--- config.mk ---
export PLATFORM = sky130hd
export DESIGN_NAME = ilk_metaframe_sync
export DESIGN_NICKNAME = d
export VERILOG_FILES = /design/src/rtl/ilk_msync_pkg.sv /design/src/rtl/ilk_word_class.sv /design/src/rtl/ilk_slot_tracker.sv /design/src/rtl/ilk_event_count.sv /design/src/rtl/ilk_metaframe_sync.sv
export SDC_FILE = /design/constraint.sdc
export NUM_CORES = 1
export LEC_CHECK = 0
export CORE_MARGIN = 3
export CORE_UTILIZATION = 55
export DETAILED_ROUTE_END_ITERATION = 10
export DONT_BUFFER_PORTS = 1
export GPL_ROUTABILITY_DRIVEN = 0
export PLACE_DENSITY = 0.75
export SYNTH_ARGS = -nofsm -noshare
export SYNTH_HDL_FRONTEND = slang
export SYNTH_SLANG_ARGS = --single-unit
export TNS_END_PERCENT = 30
--- constraint.sdc ---
create_clock -name clk -period 4.3 [get_ports clk]
set_clock_uncertainty 0.1 [all_clocks]
set_input_delay 0.215 -clock clk [delete_from_list [all_inputs] [get_ports clk]]
set_output_delay 0.215 -clock clk [all_outputs]
set_load 0.05 [all_outputs]
--- src/rtl/ilk_msync_pkg.sv ---
package ilk_msync_pkg;

    localparam int          WORD_W       = 67;
    localparam logic [2:0]  HDR_CONTROL  = 3'b010;
    localparam logic [63:0] SYNC_PATTERN = 64'h78F6_78F6_78F6_78F6;

    localparam logic [5:0]  TYPE_SYNC    = 6'b011110;
    localparam logic [5:0]  TYPE_SCRAM   = 6'b001010;
    localparam logic [5:0]  TYPE_SKIP    = 6'b000111;
    localparam logic [5:0]  TYPE_DIAG    = 6'b011001;
    localparam int          N_FRAME_TYPES = 4;

    typedef enum logic [1:0] {
        ST_SEARCH = 2'd0,
        ST_VERIFY = 2'd1,
        ST_LOCKED = 2'd2
    } msync_state_t;

    typedef struct packed {
        logic is_sync;
        logic is_scram;
        logic is_framing;
    } word_class_t;

endpackage

--- src/rtl/ilk_word_class.sv ---
module ilk_word_class
    import ilk_msync_pkg::*;
(
    input  logic [WORD_W-1:0] word,
    output word_class_t       cls
);

    localparam logic [5:0] FRAME_TYPES [N_FRAME_TYPES] =
        '{TYPE_SYNC, TYPE_SCRAM, TYPE_SKIP, TYPE_DIAG};

    logic                     is_ctrl;
    logic [N_FRAME_TYPES-1:0] type_hit;

    assign is_ctrl = (word[66:64] == HDR_CONTROL);

    for (genvar t = 0; t < N_FRAME_TYPES; t++) begin : g_type
        assign type_hit[t] = (word[63:58] == FRAME_TYPES[t]);
    end

    assign cls.is_sync    = is_ctrl && (word[63:0] == SYNC_PATTERN);
    assign cls.is_scram   = is_ctrl && (word[63:58] == TYPE_SCRAM);
    assign cls.is_framing = is_ctrl && (|type_hit);

endmodule

--- src/rtl/ilk_slot_tracker.sv ---
module ilk_slot_tracker #(
    parameter int LEN_W = 14
) (
    input  logic             clk,
    input  logic             rst_n,
    input  logic             load,
    input  logic             advance,
    input  logic [LEN_W-1:0] meta_len,
    output logic             at_sync_slot,
    output logic             at_scram_slot
);

    logic [LEN_W-1:0] slot_q;
    logic [LEN_W-1:0] last_slot;

    assign last_slot = meta_len - LEN_W'(1);

    always_ff @(posedge clk) begin
        if (!rst_n) begin
            slot_q <= '0;
        end else if (load) begin
            slot_q <= LEN_W'(1);
        end else if (advance) begin
            slot_q <= (slot_q == last_slot) ? '0 : slot_q + LEN_W'(1);
        end
    end

    assign at_sync_slot  = (slot_q == '0);
    assign at_scram_slot = (slot_q == LEN_W'(1));

endmodule

--- src/rtl/ilk_event_count.sv ---
module ilk_event_count #(
    parameter int LIMIT = 4
) (
    input  logic clk,
    input  logic rst_n,
    input  logic clr,
    input  logic inc,
    output logic at_last
);

    localparam int CNT_W = $clog2(LIMIT + 1);

    logic [CNT_W-1:0] cnt_q;

    always_ff @(posedge clk) begin
        if (!rst_n) begin
            cnt_q <= '0;
        end else if (clr) begin
            cnt_q <= '0;
        end else if (inc && (cnt_q != CNT_W'(LIMIT))) begin
            cnt_q <= cnt_q + CNT_W'(1);
        end
    end

    assign at_last = (cnt_q == CNT_W'(LIMIT - 1));

endmodule

--- src/rtl/ilk_metaframe_sync.sv ---
module ilk_metaframe_sync
    import ilk_msync_pkg::*;
#(
    parameter int LEN_W      = 14,
    parameter int SYNC_LOCK  = 4,
    parameter int MISS_LIMIT = 3
) (
    input  logic              clk,
    input  logic              rst_n,
    input  logic              word_valid,
    input  logic [WORD_W-1:0] word_data,
    input  logic [LEN_W-1:0]  meta_len,
    output logic              locked,
    output logic              mf_start,
    output logic              payload_valid
);

    msync_state_t state_q, state_d;
    word_class_t  cls;

    logic at_sync_slot, at_scram_slot;
    logic slot_load, slot_adv;
    logic sync_clr, sync_inc, sync_last;
    logic miss_clr, miss_inc, miss_last;
    logic mf_start_q, payload_q;

    ilk_word_class u_class (
        .word (word_data),
        .cls  (cls)
    );

    ilk_slot_tracker #(.LEN_W(LEN_W)) u_slot (
        .clk           (clk),
        .rst_n         (rst_n),
        .load          (slot_load),
        .advance       (slot_adv),
        .meta_len      (meta_len),
        .at_sync_slot  (at_sync_slot),
        .at_scram_slot (at_scram_slot)
    );

    ilk_event_count #(.LIMIT(SYNC_LOCK)) u_sync_cnt (
        .clk     (clk),
        .rst_n   (rst_n),
        .clr     (sync_clr),
        .inc     (sync_inc),
        .at_last (sync_last)
    );

    ilk_event_count #(.LIMIT(MISS_LIMIT)) u_miss_cnt (
        .clk     (clk),
        .rst_n   (rst_n),
        .clr     (miss_clr),
        .inc     (miss_inc),
        .at_last (miss_last)
    );

    // Next-state and counter control
    always_comb begin
        state_d   = state_q;
        slot_load = 1'b0;
        slot_adv  = 1'b0;
        sync_clr  = 1'b0;
        sync_inc  = 1'b0;
        miss_clr  = 1'b0;
        miss_inc  = 1'b0;
        unique case (state_q)
            ST_SEARCH: begin
                miss_clr = 1'b1;
                if (word_valid && cls.is_sync) begin
                    state_d   = ST_VERIFY;
                    slot_load = 1'b1;
                    sync_inc  = 1'b1;
                end else begin
                    sync_clr  = 1'b1;
                end
            end
            ST_VERIFY: begin
                miss_clr = 1'b1;
                if (word_valid) begin
                    slot_adv = 1'b1;
                    if (at_sync_slot) begin
                        if (!cls.is_sync) begin
                            state_d  = ST_SEARCH;
                            sync_clr = 1'b1;
                        end else if (sync_last) begin
                            state_d  = ST_LOCKED;
                        end else begin
                            sync_inc = 1'b1;
                        end
                    end
                end
            end
            ST_LOCKED: begin
                sync_clr = 1'b1;
                if (word_valid) begin
                    slot_adv = 1'b1;
                    if (at_scram_slot) begin
                        if (cls.is_scram) begin
                            miss_clr = 1'b1;
                        end else if (miss_last) begin
                            state_d  = ST_SEARCH;
                            miss_clr = 1'b1;
                        end else begin
                            miss_inc = 1'b1;
                        end
                    end
                end
            end
            default: begin
                state_d = ST_SEARCH;
            end
        endcase
    end

    // State register
    always_ff @(posedge clk) begin
        if (!rst_n) begin
            state_q <= ST_SEARCH;
        end else begin
            state_q <= state_d;
        end
    end

    // Registered outputs
    always_ff @(posedge clk) begin
        if (!rst_n) begin
            mf_start_q <= 1'b0;
            payload_q  <= 1'b0;
        end else begin
            mf_start_q <= word_valid && (state_q == ST_LOCKED)
                          && at_sync_slot && cls.is_sync;
            payload_q  <= word_valid && (state_q == ST_LOCKED)
                          && !cls.is_framing;
        end
    end

    assign locked        = (state_q == ST_LOCKED);
    assign mf_start      = mf_start_q;
    assign payload_valid = payload_q;

endmodule

==> impl_metrics.py <==
metrics = {
    "clocking": {
        "clockRootBuffer": "sky130_fd_sc_hd__clkbuf_8",
        "tritoncts_num_sinks": 23,
        "clkTransAtPathRegs_ns": 0.08,
        "number_of_buffers_created_by_cts": 3,
        "worstSkewPairLatency_ns": 0.26,
        "cts_resized": 0,
        "clock_tree.htree_level_count": 1,
        "cts-root-to-sink-buffers": 2,
        "cts_post_setup_buffers_inserted": 0,
        "cts_tree": "yes",
    },
    "setup_path": {
        "cp.arrival_ns": 2.78,
        "critPathSlowestCell": "sky130_fd_sc_hd__and2_1",
        "timing.critical_path.required_ns": 4.40,
        "cp.depth": 8,
        "endpoint_kind": "flip-flop",
        "critical_path.top_delay_family": "simple AND/OR/NAND/NOR gates",
        "crit_path_max_fanout": 19,
        "cpPeakStageDelay_ns": 0.55,
        "list_of_cells_traversed_by_the_critical_path": "inv_1, ha_1, and2_1, nand4_1, nor4_1, xor2_1, nand2_1, a21oi_1",
        "timing.critical_path.buf_inv": 1,
        "worstSetupStartpointType": "flip-flop",
        "worst-r2r-setup-slack_ns": 1.62,
        "regToRegEndpoint": "u_slot.slot_q[13]",
        "worst-r2r-cell-count": 8,
        "setup.worst_path.class": "reg -> reg",
        "reg2reg_from": "state_q[0]",
        "crit_start": "state_q[0]",
    },
    "logic_synthesis": {
        "post_synth_inst_count": 296,
        "synth_warnings": 0,
        "synth.yosys.seq_area_share": 0.2034,
        "synthDominantCellAreaShare": 0.2034,
        "synth_async_sr_flop_share": 0,
        "postSynthAreaPerCell_um2": 7.647,
        "post_synth_main_area_contributors": "sky130_fd_sc_hd__dfxtp_1, sky130_fd_sc_hd__xnor2_1, sky130_fd_sc_hd__ha_1, sky130_fd_sc_hd__nand2_1, sky130_fd_sc_hd__nor4_1",
        "post_synth_edffs": 0,
        "yosys_register_bits": 23,
        "yosys_most_used_dff": "sky130_fd_sc_hd__dfxtp_1",
        "synth.net_count": 393,
        "ys_types": 53,
        "synth.cell_area_um2": 2263,
        "cell_taking_the_most_area_after_synthesis": "sky130_fd_sc_hd__dfxtp_1",
    },
    "global_routing": {
        "overflow": 0,
        "grt_pass1_wl_um": 9073,
        "grt_max_degree": 20,
        "grt_pass1_vias": 2094,
        "antenna_found_initial": 0,
        "globalRouteTotalUtil": 0.2200,
    },
    "route": {
        "post_drt_via_cell_ratio": 6.536,
        "remaining_drc_errors": 0,
        "wirelength_um": 5671,
        "vias": 2196,
        "drt_iter0_drc": 138,
        "dr.pass1.iters": 4,
        "ant_nets": 0,
        "wl_per_cell_um": 16.88,
    },
    "placed_design": {
        "detailedPlace.worstSlack_ns": 1.421,
        "detailed_place_hpwl_um": 4521,
        "numPlacedInstances": 330,
        "buffer_ports.inserted": 0,
    },
    "floorplanning": {
        "die_width_um": 70.15,
        "die_h_um": 70.15,
        "boundaryPins": 87,
        "initial_utilization": 0.5958,
        "dieArea_um2": 4921,
        "placementRows": 22,
        "core_um2": 3799,
    },
    "cells_and_area": {
        "n_fill_cell": 368,
        "layout.cells.most_common_list": "sky130_fd_sc_hd__nand2_1, sky130_fd_sc_hd__dfxtp_1, sky130_fd_sc_hd__a21oi_1, sky130_fd_sc_hd__xnor2_1, sky130_fd_sc_hd__inv_1",
        "post_route_cells_drive_above_1_share": 0.04514,
        "final_cells": 336,
        "layout.cells.most_common": "sky130_fd_sc_hd__nand2_1",
        "syn2layout_area_growth_pct": 2.487,
        "nets": 386,
        "antenna_cells": 0,
    },
    "hold_path": {
        "worst_hold_start": "rst_n",
        "hold_path_depth": 2,
        "hold_end": "u_slot.slot_q[0]",
        "timing.hold.worst.class": "in -> reg",
    },
    "power": {
        "power_switching_share": 0.2372,
        "clockPowerShare": 0.350,
        "total_leakage_power_nw": 0.7540,
        "ir_worst_vdd_uv": 88.58,
        "power.switching_uw": 93.20,
        "power.share.sequential": 0.542,
        "power_per_cell_area_nw_per_um2": 169.4,
        "internal_power_uw": 299.7,
        "pwr-share-comb": 0.108,
    },
    "timing": {
        "slew-limit-headroom": 0.1696,
        "final_max_slew_viol_count": 0,
        "max_freq_mhz": 373.7,
        "postLayoutSetupSlackWorst_ns": 1.624,
        "timing.final.crit_share": 0.6223,
        "max_slew.worst_pin.slew_ns": 1.229,
        "unrepaired_setup_endpoints_after_global_routing": "false",
        "setup_viol": 0,
        "post-route-min-period_ns": 2.676,
        "setup-tns-final_ns": 0,
        "hold_viol": 0,
    },
    "run_status": {
        "status": "completed",
    },
    "run": {
        "max_cap_viol_count": 0,
    },
}
## synthesized netlist by cell type, drive strengths merged (11+ instances only)
cell type	count
xor2	11
dfxtp	23
nor4	17
nand3	11
a21oi	19
inv	18
clkbuf	11
xnor2	19
nand4	11
ha	13
nand2	29
nor2	15
## cells by family (layout without fill, tap and decap cells)
group                    count (synthesis)  after routing  share of synthesized area
multiplexers                             3              3                    0.01327
buffers and inverters                   32             24                    0.06080
AND/OR/NAND/NOR                        145            145                     0.3936
flip-flops                              23             23                     0.2034
XOR/XNOR                                30             30                     0.1161
AO/OA/AOI/OAI                           50             50                     0.1410
adder cells (fa/ha/maj)                 13             13                    0.07186
## final cells by class
cell class	instances	area, um2	area share
inverters	18	67.56	0.02913
multi-input cells	241	1665	0.7179
clock inverters	1	5.005	0.002158
flip-flops and latches	23	460.4	0.1985
clock buffers	3	41.29	0.01780
well taps	48	60.06	0.02589
repair buffers	2	20.02	0.008630
## state kept, by name (all words and copies together), names as in the netlist
name and count:
u_sync_cnt.cnt_q 3, mf_start 1, state_q 2, u_miss_cnt.cnt_q 2
u_slot.slot_q 14, payload_valid 1
## worst register-to-register path: cells and delay by family (launching register included)
family / cells / cell delay [ns]
AND/OR/NAND/NOR: 4 / 1.37
flip-flops: 1 / 0.40
adder cells (fa/ha/maj): 1 / 0.29
XOR/XNOR: 1 / 0.22
AO/OA/AOI/OAI: 1 / 0.14
buffers and inverters: 1 / 0.09
## metrics by stage
stage	hold slack, ns	util	power [mW]	area (um2)
floorplan	0.3283	-	0.2578	2263
global placement	0.2499	0.5932	0.2578	2253
detailed placement	0.2557	0.5932	0.2581	2253
CTS	0.004135	0.6107	0.3968	2320
global route	0.01490	0.6107	0.4107	2320
finish	0.01169	0.6107	0.3929	2320
## how the worst max path moves through the flow
stage / endpoint / slack, ns
after floorplan: u_slot.slot_q[10] / 1.79
after global placement: u_slot.slot_q[1] / 1.48
after detailed placement: u_slot.slot_q[0] / 1.42
after CTS: u_slot.slot_q[13] / 1.63
after global routing: u_slot.slot_q[13] / 1.35
final: u_slot.slot_q[13] / 1.62
## power groups by stage
stage / logic, mW / registers (mW) / clock network, mW
finish: 0.0426 / 0.213 / 0.138
global route: 0.0467 / 0.213 / 0.151
CTS: 0.0424 / 0.213 / 0.142
detailed placement: 0.0403 / 0.218 / 0
global placement: 0.0400 / 0.218 / 0
floorplan: 0.0400 / 0.218 / 0
## per-layer routing
| layer | part of all wire | track usage |
|---|---|---|
| met5 | 0 | 0 |
| met2 | 0.48 | 0.3861 |
| met3 | 0.071 | 0.04892 |
| met4 | 0.0099 | 0.05319 |
| met1 | 0.44 | 0.2708 |
## timing repair
action                                  in CTS  in global routing
hold buffers                                 2                  0
endpoints found under the setup margin       0                  0
hold endpoints to repair                     4                  0
Power figures use the tool's default switching activity.
